--- src/rtl/tdw_pkg.sv ---
`timescale 1ns/1ps
package tdw_pkg;
    localparam int VA_W   = 48;
    localparam int PA_W   = 52;
    localparam int ENT_W  = 64;
    localparam int OFF_W  = 12;
    localparam int IDX_W  = 9;
    localparam int LEVELS = 4;
    localparam int LVL_W  = 3;
    localparam int FRM_W  = PA_W - OFF_W;
    localparam int BIG_W  = OFF_W + IDX_W;
    localparam int PS_BIT = 7;

    typedef enum logic [1:0] {
        ST_IDLE,
        ST_NEST,
        ST_GUEST,
        ST_DONE
    } walk_st_e;
endpackage

--- src/rtl/tdw_idx_pick.sv ---
`timescale 1ns/1ps
module tdw_idx_pick
    import tdw_pkg::*;
#(
    parameter int ADDR_W = VA_W
) (
    input  logic [ADDR_W-1:0] addr,
    input  logic [LVL_W-1:0]  lvl,
    output logic [IDX_W-1:0]  idx
);
    localparam int TOP = OFF_W + IDX_W * LEVELS;

    logic [IDX_W-1:0] slice [LEVELS];
    logic [1:0]       sel;

    for (genvar g = 0; g < LEVELS; g++) begin : g_slice
        assign slice[g] = addr[OFF_W + IDX_W*g +: IDX_W];
    end

    assign sel = 2'(lvl - LVL_W'(1));
    assign idx = slice[sel];

    logic unused_bits;
    if (ADDR_W > TOP) begin : g_hi
        assign unused_bits = ^{addr[ADDR_W-1:TOP], addr[OFF_W-1:0]};
    end else begin : g_nohi
        assign unused_bits = ^addr[OFF_W-1:0];
    end
endmodule

--- src/rtl/tdw_entry_dec.sv ---
`timescale 1ns/1ps
module tdw_entry_dec
    import tdw_pkg::*;
(
    input  logic [ENT_W-1:0] ent,
    output logic             present,
    output logic             size_bit,
    output logic [FRM_W-1:0] frame
);
    assign present  = ent[0];
    assign size_bit = ent[PS_BIT];
    assign frame    = ent[PA_W-1:OFF_W];

    logic unused_ent;
    assign unused_ent = ^{ent[ENT_W-1:PA_W], ent[OFF_W-1:PS_BIT+1], ent[PS_BIT-1:1]};
endmodule

--- src/rtl/tdw_walker.sv ---
`timescale 1ns/1ps
module tdw_walker
    import tdw_pkg::*;
(
    input  logic             clk,
    input  logic             rst_n,
    input  logic             start,
    input  logic [VA_W-1:0]  gva,
    input  logic [PA_W-1:0]  guest_root,
    input  logic [PA_W-1:0]  nest_root,
    output logic             mem_req,
    output logic [PA_W-1:0]  mem_addr,
    input  logic             mem_ack,
    input  logic [ENT_W-1:0] mem_rdata,
    output logic             busy,
    output logic             done,
    output logic [PA_W-1:0]  spa,
    output logic             big_page,
    output logic             fault,
    output logic [LVL_W-1:0] fault_lvl,
    output logic             fault_nested
);
    localparam logic [LVL_W-1:0] TOP_LVL = LVL_W'(LEVELS);
    localparam logic [LVL_W-1:0] LVL_ONE = LVL_W'(1);
    localparam logic [LVL_W-1:0] LVL_TWO = LVL_W'(2);

    walk_st_e state_q, state_d;

    logic [VA_W-1:0]  gva_q;
    logic [PA_W-1:0]  nroot_q, gpa_q, tbl_q, gtbl_q;
    logic [LVL_W-1:0] nlvl_q, glvl_q;
    logic             last_q, gbig_q;
    logic [PA_W-1:0]  res_spa_q;
    logic             res_big_q, flt_q, flt_nst_q;
    logic [LVL_W-1:0] flt_lvl_q;

    logic             e_present, e_size;
    logic [FRM_W-1:0] e_frame;
    logic [IDX_W-1:0] n_idx, g_idx;
    logic             n_huge, n_leaf, g_huge;
    logic [PA_W-1:0]  leaf_pa;

    tdw_entry_dec u_dec (
        .ent      (mem_rdata),
        .present  (e_present),
        .size_bit (e_size),
        .frame    (e_frame)
    );

    tdw_idx_pick #(.ADDR_W(PA_W)) u_nidx (
        .addr (gpa_q),
        .lvl  (nlvl_q),
        .idx  (n_idx)
    );

    tdw_idx_pick #(.ADDR_W(VA_W)) u_gidx (
        .addr (gva_q),
        .lvl  (glvl_q),
        .idx  (g_idx)
    );

    assign n_huge  = (nlvl_q == LVL_TWO) && e_size;
    assign n_leaf  = (nlvl_q == LVL_ONE) || n_huge;
    assign g_huge  = (glvl_q == LVL_TWO) && e_size;
    assign leaf_pa = n_huge ? {e_frame[FRM_W-1:IDX_W], gpa_q[BIG_W-1:0]}
                            : {e_frame, gpa_q[OFF_W-1:0]};

    logic unused_roots;
    assign unused_roots = ^{guest_root[OFF_W-1:0], nest_root[OFF_W-1:0],
                            tbl_q[OFF_W-1:0], gtbl_q[OFF_W-1:0]};

    // state register
    always_ff @(posedge clk) begin
        if (!rst_n) state_q <= ST_IDLE;
        else        state_q <= state_d;
    end

    // next state
    always_comb begin
        state_d = state_q;
        unique case (state_q)
            ST_IDLE:  if (start) state_d = ST_NEST;
            ST_NEST:  if (mem_ack) begin
                          if (!e_present)  state_d = ST_DONE;
                          else if (n_leaf) state_d = last_q ? ST_DONE : ST_GUEST;
                      end
            ST_GUEST: if (mem_ack) state_d = e_present ? ST_NEST : ST_DONE;
            ST_DONE:  state_d = ST_IDLE;
            default:  state_d = ST_IDLE;
        endcase
    end

    // walk datapath
    always_ff @(posedge clk) begin
        if (!rst_n) begin
            gva_q <= '0; nroot_q <= '0; gpa_q <= '0; tbl_q <= '0; gtbl_q <= '0;
            nlvl_q <= TOP_LVL; glvl_q <= TOP_LVL; last_q <= 1'b0; gbig_q <= 1'b0;
            res_spa_q <= '0; res_big_q <= 1'b0;
            flt_q <= 1'b0; flt_lvl_q <= '0; flt_nst_q <= 1'b0;
        end else begin
            unique case (state_q)
                ST_IDLE: if (start) begin
                    gva_q     <= gva;
                    nroot_q   <= {nest_root[PA_W-1:OFF_W], {OFF_W{1'b0}}};
                    tbl_q     <= {nest_root[PA_W-1:OFF_W], {OFF_W{1'b0}}};
                    gpa_q     <= {guest_root[PA_W-1:OFF_W], {OFF_W{1'b0}}};
                    nlvl_q    <= TOP_LVL;
                    glvl_q    <= TOP_LVL;
                    last_q    <= 1'b0;
                    gbig_q    <= 1'b0;
                    res_spa_q <= '0;
                    res_big_q <= 1'b0;
                    flt_q     <= 1'b0;
                    flt_lvl_q <= '0;
                    flt_nst_q <= 1'b0;
                end
                ST_NEST: if (mem_ack) begin
                    if (!e_present) begin
                        flt_q     <= 1'b1;
                        flt_lvl_q <= nlvl_q;
                        flt_nst_q <= 1'b1;
                    end else if (n_leaf) begin
                        if (last_q) begin
                            res_spa_q <= leaf_pa;
                            res_big_q <= gbig_q && n_huge;
                        end else begin
                            gtbl_q <= leaf_pa;
                        end
                    end else begin
                        tbl_q  <= {e_frame, {OFF_W{1'b0}}};
                        nlvl_q <= nlvl_q - LVL_ONE;
                    end
                end
                ST_GUEST: if (mem_ack) begin
                    if (!e_present) begin
                        flt_q     <= 1'b1;
                        flt_lvl_q <= glvl_q;
                        flt_nst_q <= 1'b0;
                    end else begin
                        tbl_q  <= nroot_q;
                        nlvl_q <= TOP_LVL;
                        if (g_huge) begin
                            gpa_q  <= {e_frame[FRM_W-1:IDX_W], gva_q[BIG_W-1:0]};
                            gbig_q <= 1'b1;
                            last_q <= 1'b1;
                        end else if (glvl_q == LVL_ONE) begin
                            gpa_q  <= {e_frame, gva_q[OFF_W-1:0]};
                            last_q <= 1'b1;
                        end else begin
                            gpa_q  <= {e_frame, {OFF_W{1'b0}}};
                            glvl_q <= glvl_q - LVL_ONE;
                        end
                    end
                end
                default: ;
            endcase
        end
    end

    // outputs
    always_comb begin
        mem_req      = (state_q == ST_NEST) || (state_q == ST_GUEST);
        mem_addr     = (state_q == ST_GUEST) ? {gtbl_q[PA_W-1:OFF_W], g_idx, 3'b000}
                                             : {tbl_q[PA_W-1:OFF_W],  n_idx, 3'b000};
        busy         = (state_q != ST_IDLE);
        done         = (state_q == ST_DONE);
        spa          = res_spa_q;
        big_page     = res_big_q;
        fault        = flt_q;
        fault_lvl    = flt_lvl_q;
        fault_nested = flt_nst_q;
    end

    AST_ADDR_HOLD: assert property (@(posedge clk) disable iff (!rst_n)
        mem_req && !mem_ack |=> mem_req && $stable(mem_addr));
    AST_DONE_PULSE: assert property (@(posedge clk) disable iff (!rst_n)
        done |=> !done);
    AST_DONE_QUIET: assert property (@(posedge clk) disable iff (!rst_n)
        done |-> !mem_req);
    AST_FAULT_LEVEL: assert property (@(posedge clk) disable iff (!rst_n)
        done && fault |-> (fault_lvl >= LVL_ONE) && (fault_lvl <= TOP_LVL));
    AST_BIG_CLEAN: assert property (@(posedge clk) disable iff (!rst_n)
        done && big_page |-> !fault);
    AST_START_IGNORED: assert property (@(posedge clk) disable iff (!rst_n)
        busy && start |=> $stable(gva_q));
    AST_RESULT_HOLD: assert property (@(posedge clk) disable iff (!rst_n)
        !busy && !start |=> $stable(spa) && $stable(fault) && $stable(big_page));
endmodule

--- config.mk ---
export PLATFORM = sky130hd
export DESIGN_NAME = tdw_walker
export DESIGN_NICKNAME = d
export VERILOG_FILES = /design/src/rtl/tdw_pkg.sv /design/src/rtl/tdw_idx_pick.sv /design/src/rtl/tdw_entry_dec.sv /design/src/rtl/tdw_walker.sv
export SDC_FILE = /design/constraint.sdc
export NUM_CORES = 1
export LEC_CHECK = 0
export BUFFER_PORTS_ARGS = -buffer_cell sky130_fd_sc_hd__clkbuf_2
export CORE_ASPECT_RATIO = 1.75
export CORE_MARGIN = 5
export CORE_UTILIZATION = 58
export CTS_CLUSTER_SIZE = 10
export DETAILED_ROUTE_END_ITERATION = 6
export GPL_ROUTABILITY_DRIVEN = 0
export GPL_TIMING_DRIVEN = 0
export HOLD_SLACK_MARGIN = 0.06
export PLACE_DENSITY = 0.85
export SKIP_CTS_REPAIR_TIMING = 1
export SYNTH_ARGS = -nofsm -noshare
export SYNTH_HDL_FRONTEND = slang
export SYNTH_HIERARCHICAL = 1
export SYNTH_SLANG_ARGS = --single-unit
--- constraint.sdc ---
create_clock -name clk -period 4.8 [get_ports clk]
set_input_delay 0.72 -clock clk [delete_from_list [all_inputs] [get_ports clk]]
set_output_delay 0.72 -clock clk [all_outputs]
set_load 0.05 [all_outputs]
==> results of run 1 <==
==> how the worst max path moves through the flow <==
stage | from | to | slack (ns) | cells past startpoint
floorplan | state_q[0] | mem_addr[11] | 2.30 | 6
global placement | state_q[0] | mem_addr[25] | 1.32 | 7
detailed placement | state_q[0] | mem_addr[51] | 1.31 | 7
CTS | state_q[0] | mem_addr[51] | 0.78 | 7
global route | state_q[0] | mem_addr[51] | 0.61 | 7
finish | state_q[0] | mem_addr[51] | 0.60 | 7
==> worst max-delay path: stages, from the launching register on <==
cell,delay (ns)
dfxtp_1,0.34
inv_1,0.17
ha_1,0.27
buf_2,0.32
clkbuf_1,0.71
buf_2,0.42
mux2_2,0.46
clkbuf_2,0.27
==> layout by cell type (no fill, tap or decap), drive strengths merged, types with 2 or more instances in the layout <==
cell and count:
nand4 55, conb 3, o22ai 2, buf 88, nor2b 4, a31o 10
o211a 27, nor3 3, inv 11, or3 3, a21boi 123, o211ai 40
nor4 3, nand3 4, a211oi 11, o21ai 108, ha 11, nor2 64
a21oi 45, nor3b 10, and2 2, nand2 371, dfxtp 284, mux4 18
nand3b 3, clkbuf 377, o31ai 2, or2 2, nand2b 6, a22o 12
mux2i 38, diode 3, a22oi 40, mux2 58, nor4b 2
==> per-layer routing <==
| layer | share of wire | track usage | wire length [µm] |
|---|---|---|---|
| met1 | 0.33 | 0.360 | 15700 |
| met2 | 0.49 | 0.598 | 23300 |
| met3 | 0.095 | 0.0745 | 4510 |
| met4 | 0.084 | 0.263 | 3980 |
| met5 | 0 | 0 | 0 |
==> area by class of cell <==
cell class              instances  area [µm²]
diodes                          3        7.51
plain buffers                 190         946
clock buffers                  38         930
clock inverters                 1        7.51
fillers                      1856        7130
inverters                      11        41.3
multi-input cells            1091        6840
flip-flops and latches        284        5690
well taps                     304         380
repair buffers                237        1190
==> registers in the layout, summed over array words and instances, names as in the netlist <==
| name | cells |
|---|---|
| fault_nested | 1 |
| spa | 52 |
| state_q | 2 |
| fault | 1 |
| tbl_q | 40 |
| gtbl_q | 40 |
| fault_lvl | 3 |
| last_q | 1 |
| nroot_q | 40 |
| glvl_q | 3 |
| big_page | 1 |
| gpa_q | 48 |
| gva_q | 48 |
| nlvl_q | 3 |
| gbig_q | 1 |
==> stage by stage <==
stage	worst slack, ns	hold WS, ns	std cells
after floorplan	2.30	0.426	1576
after global placement	1.32	0.435	2117
after detailed placement	1.31	0.438	2117
after CTS	0.780	0.439	2156
after global routing	0.610	0.460	2159
final	0.603	0.442	2159
==> report_power, final <==
group,switching [µW],leakage [µW],internal (µW)
logic,3040,0.00377,1290
registers,296,0.00232,2810
clock network,951,0.000457,1350
==> impl_metrics.env, run 1 <==
export IMPL_status="finished with violations"
export IMPL_violations="design-rule violations"
export IMPL_layout_drive_gt1_share=0.244
export IMPL_power_uw=9750
export IMPL_ir_drop_mv=0.392
export IMPL_p_leak_uw=0.00654
export IMPL_skew_ns=0.0201
export IMPL_start_kind="flop"
export IMPL_setup_violations_final=0
export IMPL_clk_pin_slew_ns=0.06
export IMPL_dp_hpwl_mm=35.7
export IMPL_critPathCaptureType="output port"
export IMPL_root_buffer="clkbuf_16"
export IMPL_drc=18
export IMPL_die_height_um=212
export IMPL_rr_startpoint="state_q[0]"
export IMPL_dieArea_um2=26600
export IMPL_reg2regPathDepth=8
export IMPL_regToRegSetupSlack_ns=1.90
export IMPL_final_area_um2=16000
export IMPL_arrival_ns=3.48
export IMPL_cap_violations=0
export IMPL_dr_pass1_iters=7
export IMPL_track_usage=0.344
export IMPL_worstReg2RegEnd="tbl_q[24]"
export IMPL_fmax_mhz=238
export IMPL_fin_nets=2080
export IMPL_worstSetupPathType="reg2out"
export IMPL_pwr_density_cell_nw_per_um2=608
export IMPL_cts_sinks=284
export IMPL_netlist_instances=1574
export IMPL_tns_ns=0
export IMPL_grt_pass1_wl_mm=71.8
export IMPL_area_growth_pct=18.7
export IMPL_grt_pass1_vias=13400
export IMPL_io_buffers=237
export IMPL_num_rows=74
export IMPL_clockBufferDepth=3
export IMPL_slew_headroom=0.266
export IMPL_min_period_ns=4.20
export IMPL_grt_setup_unrepaired="false"
export IMPL_finalCritPeriodShare=0.874
export IMPL_ios=333
export IMPL_dr_first_iter_drc_count=1341
export IMPL_die_w_um=125
export IMPL_vias_per_cell=6.10
export IMPL_antenna_found_initial=3
export IMPL_ant_nets=0
export IMPL_core_area_um2=23100
export IMPL_cts_tree="done"
export IMPL_grt_start_max_net_pins=11
export IMPL_fin_util=0.692
export IMPL_vias=13200
export IMPL_ys_warn_count=6
export IMPL_syn_area_um2=13500
export IMPL_grt_ovfl_total=0
export IMPL_hold_viol=0
export IMPL_critPathRequiredTime_ns=4.08
export IMPL_holdCritPathClass="in2reg"
export IMPL_clkLatencyLatePin_ns=0.51
export IMPL_routed_wl_mm=47.5
export IMPL_wl_per_cell_um=22.0
export IMPL_dpl_instance_area_um2=15100
export IMPL_syn_area_per_cell_um2=8.58
export IMPL_htreeDepth=2
export IMPL_start_util=0.583
export IMPL_crit_fanout=10
export IMPL_hold_start="gva[36]"
export IMPL_final_max_slew_viol_count=0
export IMPL_holdPathEnd="gva_q[36]"
export IMPL_min_path_cells=3
export IMPL_worst_pin_slew_ns=1.09
export IMPL_cts_buffers=34
Note: power is estimated with default switching activity, not from simulation.
==> run 2, diff against run 1 <==
--- a/config.mk
+++ b/config.mk
@@ -6,9 +6,11 @@
 export NUM_CORES = 1
 export LEC_CHECK = 0
 export BUFFER_PORTS_ARGS = -buffer_cell sky130_fd_sc_hd__clkbuf_2
+export CELL_PAD_IN_SITES_DETAIL_PLACEMENT = 1
+export CELL_PAD_IN_SITES_GLOBAL_PLACEMENT = 1
 export CORE_ASPECT_RATIO = 1.75
 export CORE_MARGIN = 5
-export CORE_UTILIZATION = 58
+export CORE_UTILIZATION = 43
 export CTS_CLUSTER_SIZE = 10
 export DETAILED_ROUTE_END_ITERATION = 6
 export GPL_ROUTABILITY_DRIVEN = 0
@@ -20,3 +22,4 @@
 export SYNTH_HDL_FRONTEND = slang
 export SYNTH_HIERARCHICAL = 1
 export SYNTH_SLANG_ARGS = --single-unit
+export TNS_END_PERCENT = 50
==> impl_metrics.env, run 2 (synthesis results as in run 1) <==
export IMPL_start_util=0.431
export IMPL_final_max_slew_viol_count=0
export IMPL_stdcell_count=2249
export IMPL_largest_register_ffs=52
export IMPL_p_switching_uw=4440
export IMPL_internal_power_uw=5400
export IMPL_setup_violations_final=0
export IMPL_crit_fanout=10
export IMPL_htreeDepth=2
export IMPL_vias_per_cell=5.84
export IMPL_wl_per_cell_um=24.2
export IMPL_antenna_found_initial=0
export IMPL_worst_pin_slew_ns=1.02
export IMPL_grt_start_max_net_pins=11
export IMPL_critPathRequiredTime_ns=4.08
export IMPL_dieArea_um2=35200
export IMPL_core_area_um2=31300
export IMPL_num_rows=86
export IMPL_final_common_cell="nand2_1"
export IMPL_grt_setup_unrepaired="false"
export IMPL_wl_met1_mm=18.6
export IMPL_tns_ns=0
export IMPL_holdCritPathClass="in2reg"
export IMPL_fmax_mhz=236
export IMPL_dp_cells=2209
export IMPL_vias=13100
export IMPL_track_usage=0.303
export IMPL_p_sw_frac=0.451
export IMPL_status="finished, final reports clean"
export IMPL_layout_drive_gt1_share=0.243
export IMPL_routed_wl_mm=54.5
export IMPL_ant_nets=0
export IMPL_clk_pin_slew_ns=0.06
export IMPL_io_buffers=237
export IMPL_power_frac_comb=0.453
export IMPL_min_period_ns=4.24
export IMPL_ios=333
export IMPL_final_area_um2=16100
export IMPL_cts_tree="done"
export IMPL_drc=0
export IMPL_arrival_ns=3.52
export IMPL_root_buffer="clkbuf_16"
export IMPL_seq_area_um2=5690
export IMPL_dr_pass1_iters=5
export IMPL_cts_sinks=284
export IMPL_die_w_um=144
export IMPL_fillCellCount=3823
export IMPL_start_kind="flop"
export IMPL_dr_first_iter_drc_count=700
export IMPL_seq_power_share=0.318
export IMPL_die_height_um=244
export IMPL_antenna_cells=0
export IMPL_slew_headroom=0.315
export IMPL_layout_common_cells="371 x nand2_1, 284 x dfxtp_1, 239 x clkbuf_2"
export IMPL_routed_wl_met3_mm=3.32
export IMPL_multiInputGateArea_um2=6840
export IMPL_area_growth_pct=19.2
export IMPL_grt_pass1_wl_mm=81.4
export IMPL_hold_viol=0
export IMPL_clkLatencyLatePin_ns=0.52
export IMPL_routed_top_layer="met4"
export IMPL_clockPowerShare=0.230
export IMPL_ir_drop_mv=0.510
export IMPL_wl_met2_mm=27.5
export IMPL_critPathCaptureType="output port"
export IMPL_grt_pass1_vias=14400
export IMPL_skew_ns=0.0138
export IMPL_cts_buffers=34
export IMPL_cap_violations=0
export IMPL_fin_nets=2080
export IMPL_dp_hpwl_mm=42.1
export IMPL_dpl_instance_area_um2=15200
export IMPL_pwr_density_cell_nw_per_um2=612
export IMPL_grt_ovfl_total=0
export IMPL_clockBufferDepth=3
export IMPL_worstSetupPathType="reg2out"
export IMPL_p_leak_uw=0.00653
export IMPL_finalCritPeriodShare=0.884
## run 2: cell count changes in the layout (fill, tap and decap cells not counted), sizes merged
cell      before  now
clkinv         0    1
clkinvlp       1    0
diode          3    0
inv           11   12
## run 2: layer usage
metal | GRT usage | vias up
met1 | 0.309 | 6312
met5 | 0 | -
met4 | 0.240 | 0
met3 | 0.0473 | 230
li1 | - | 6004
met2 | 0.534 | 586
## run 2: worst paths after layout
path              startpoint            to  slack (ns)  cells after the start
setup / recovery  state_q[0]  mem_addr[51]        0.56                      7
hold / removal        gva[4]      gva_q[4]        0.44                      3
setup reg to reg  state_q[0]     gpa_q[47]        1.66                      8
hold reg to reg      spa[33]       spa[33]        0.45                      2
## run 2: worst max-delay path, stage by stage (launching register included)
cell and delay (ns):
dfxtp_1 0.34, inv_1 0.18, ha_1 0.28, buf_2 0.32, clkbuf_1 0.74, buf_2 0.44, mux2_2 0.44, clkbuf_2 0.25
## run 2: layout make-up
type / instances / area share
buffer: 190 / 0.0588
clock buffer: 38 / 0.0551
clock inverter: 2 / 0.000855
inverter: 11 / 0.00257
multi-input combinational: 1091 / 0.425
sequential: 284 / 0.353
tap: 396 / 0.0308
timing repair buffer: 237 / 0.0737
## run 2: power by group through the flow
stage               Clock (µW)  Sequential (µW)  Combinational [µW]
floorplan                    0             3040                3050
global placement             0             3130                4280
detailed placement           0             3160                4370
CTS                       2280             3110                4420
global route              2370             3160                4730
finish                    2260             3120                4450
## run 2: stage by stage
step	hold WS [ns]	total power, µW	setup slack (ns)	utilization
after floorplan	0.426	6090	2.30	-
after global placement	0.434	7410	1.20	0.485
after detailed placement	0.446	7530	1.22	0.485
after CTS	0.425	9800	0.630	0.514
after global routing	0.435	10300	0.538	0.514
final	0.436	9840	0.557	0.514
==> run 3, diff against run 2 <==
--- a/config.mk
+++ b/config.mk
@@ -10,13 +10,13 @@
 export CELL_PAD_IN_SITES_GLOBAL_PLACEMENT = 1
 export CORE_ASPECT_RATIO = 1.75
 export CORE_MARGIN = 5
-export CORE_UTILIZATION = 43
+export CORE_UTILIZATION = 35
 export CTS_CLUSTER_SIZE = 10
 export DETAILED_ROUTE_END_ITERATION = 6
 export GPL_ROUTABILITY_DRIVEN = 0
 export GPL_TIMING_DRIVEN = 0
 export HOLD_SLACK_MARGIN = 0.06
-export PLACE_DENSITY = 0.85
+export PLACE_DENSITY = 0.71
 export SKIP_CTS_REPAIR_TIMING = 1
 export SYNTH_ARGS = -nofsm -noshare
 export SYNTH_HDL_FRONTEND = slang
==> impl_metrics.env, run 3 (synthesis results as in run 1) <==
export IMPL_vias_per_cell=5.45
export IMPL_grt_pass1_vias=14000
export IMPL_crit_fanout=10
export IMPL_fmax_mhz=235
export IMPL_holdCritPathClass="in2reg"
export IMPL_htreeDepth=2
export IMPL_final_common_cell="nand2_1"
export IMPL_postLayoutSetupSlackWorst_ns=0.540
export IMPL_min_path_cells=3
export IMPL_clockBufferDepth=3
export IMPL_io_buffers=237
export IMPL_critPathRequiredTime_ns=4.08
export IMPL_grt_pass1_wl_mm=83.6
export IMPL_finalCritPeriodShare=0.888
export IMPL_tns_ns=0
export IMPL_track_usage=0.257
export IMPL_status="finished, final reports clean"
export IMPL_die_w_um=158
export IMPL_wl_per_cell_um=24.0
export IMPL_setup_violations_final=0
export IMPL_ant_nets=0
export IMPL_largest_register_ffs=52
export IMPL_dieArea_um2=42800
export IMPL_arrival_ns=3.54
export IMPL_p_leak_uw=0.00654
export IMPL_skew_ns=0.0147
export IMPL_clkLatencyLatePin_ns=0.53
export IMPL_core_area_um2=38300
export IMPL_start_util=0.353
export IMPL_worstSetupPathType="reg2out"
export IMPL_fillCellCount=4651
export IMPL_min_period_ns=4.26
export IMPL_layout_drive_gt1_share=0.243
export IMPL_ir_drop_mv=0.345
export IMPL_reg2regPathDepth=8
export IMPL_final_max_slew_viol_count=0
export IMPL_dr_first_iter_drc_count=600
export IMPL_cts_sinks=284
export IMPL_num_rows=95
export IMPL_vias=12800
export IMPL_worst_pin_slew_ns=0.962
export IMPL_area_growth_pct=20.2
export IMPL_slew_headroom=0.353
export IMPL_grt_start_max_net_pins=11
export IMPL_pre_cts_ws_ns=1.12
export IMPL_drc=0
export IMPL_die_height_um=270
export IMPL_hold_viol=0
export IMPL_grt_setup_unrepaired="false"
export IMPL_rr_startpoint="state_q[0]"
export IMPL_ios=333
export IMPL_layout_common_cells="371 x nand2_1, 284 x dfxtp_1, 239 x clkbuf_2"
export IMPL_root_buffer="clkbuf_16"
export IMPL_cts_tree="done"
export IMPL_cts_buffers=34
export IMPL_critPathCaptureType="output port"
export IMPL_dr_pass1_iters=5
export IMPL_grt_ovfl_total=0
export IMPL_pwr_density_cell_nw_per_um2=610
export IMPL_routed_wl_mm=56.1
export IMPL_start_kind="flop"
export IMPL_cap_violations=0
export IMPL_dp_hpwl_mm=44.1
export IMPL_fin_nets=2080
export IMPL_antenna_found_initial=4
export IMPL_crit_start="state_q[0]"
export IMPL_clk_pin_slew_ns=0.06
export IMPL_hold_start="gva[7]"
[run 3: changes by cell type in the layout (fill, tap and decap cells not counted), sizes merged]
| cell | delta |
|---|---|
| diode | +4 |
| clkbuf | -2 |
| bufinv | +1 |
| inv | +1 |
[run 3: per-layer routing]
metal | share of wire | wire, µm | vias to the layer above | global-route usage
met5 | 0.00027 | 15 | - | 0
met4 | 0.068 | 3820 | 2 | 0.152
met3 | 0.046 | 2560 | 155 | 0.0367
met2 | 0.52 | 29300 | 418 | 0.470
met1 | 0.36 | 20400 | 6195 | 0.271
li1 | - | - | 6003 | -
[run 3: cell type report]
cell class,count,area (µm²),share of cell area
Multi-Input combinational cell,1091,6840,0.421
Sequential cell,284,5690,0.350
Timing Repair Buffer,237,1190,0.0731
Buffer,190,946,0.0583
Clock buffer,36,858,0.0529
Tap cell,485,607,0.0374
Clock inverter,4,63.8,0.00393
Inverter,11,41.3,0.00254
Antenna cell,4,10.0,0.000617
[run 3: stage by stage]
| step | utilization | std cells | hold WS, ns | power [µW] | area (µm²) |
|---|---|---|---|---|---|
| after floorplan | - | 1576 | 0.426 | 6090 | 13500 |
| after global placement | 0.400 | 2298 | 0.434 | 7480 | 15300 |
| after detailed placement | 0.400 | 2298 | 0.444 | 7580 | 15300 |
| after CTS | 0.424 | 2338 | 0.401 | 9940 | 16200 |
| after global routing | 0.424 | 2339 | 0.418 | 10400 | 16200 |
| final | 0.424 | 2342 | 0.418 | 9910 | 16200 |
[run 3: critical path, stage by stage, from the launching register on]
cell      delay (ns)
dfxtp_1         0.35
inv_1           0.18
ha_1            0.28
buf_2           0.34
clkbuf_1        0.72
buf_2           0.44
mux2_2          0.42
clkbuf_2        0.25
[run 3: worst paths after layout]
| path | endpoint | slack [ns] |
|---|---|---|
| worst max-delay path | mem_addr[13] | 0.54 |
| worst min-delay path | gva_q[7] | 0.42 |
| worst max register to register | spa[25] | 1.71 |
| worst min register to register | tbl_q[22] | 0.45 |
[run 3: where the power goes]
group,leakage [µW],total [µW],switching (µW),internal [µW]
logic,0.00377,4460,3160,1300
clock network,0.000451,2330,1010,1320
registers,0.00232,3120,308,2810
total,0.00654,9910,4480,5430
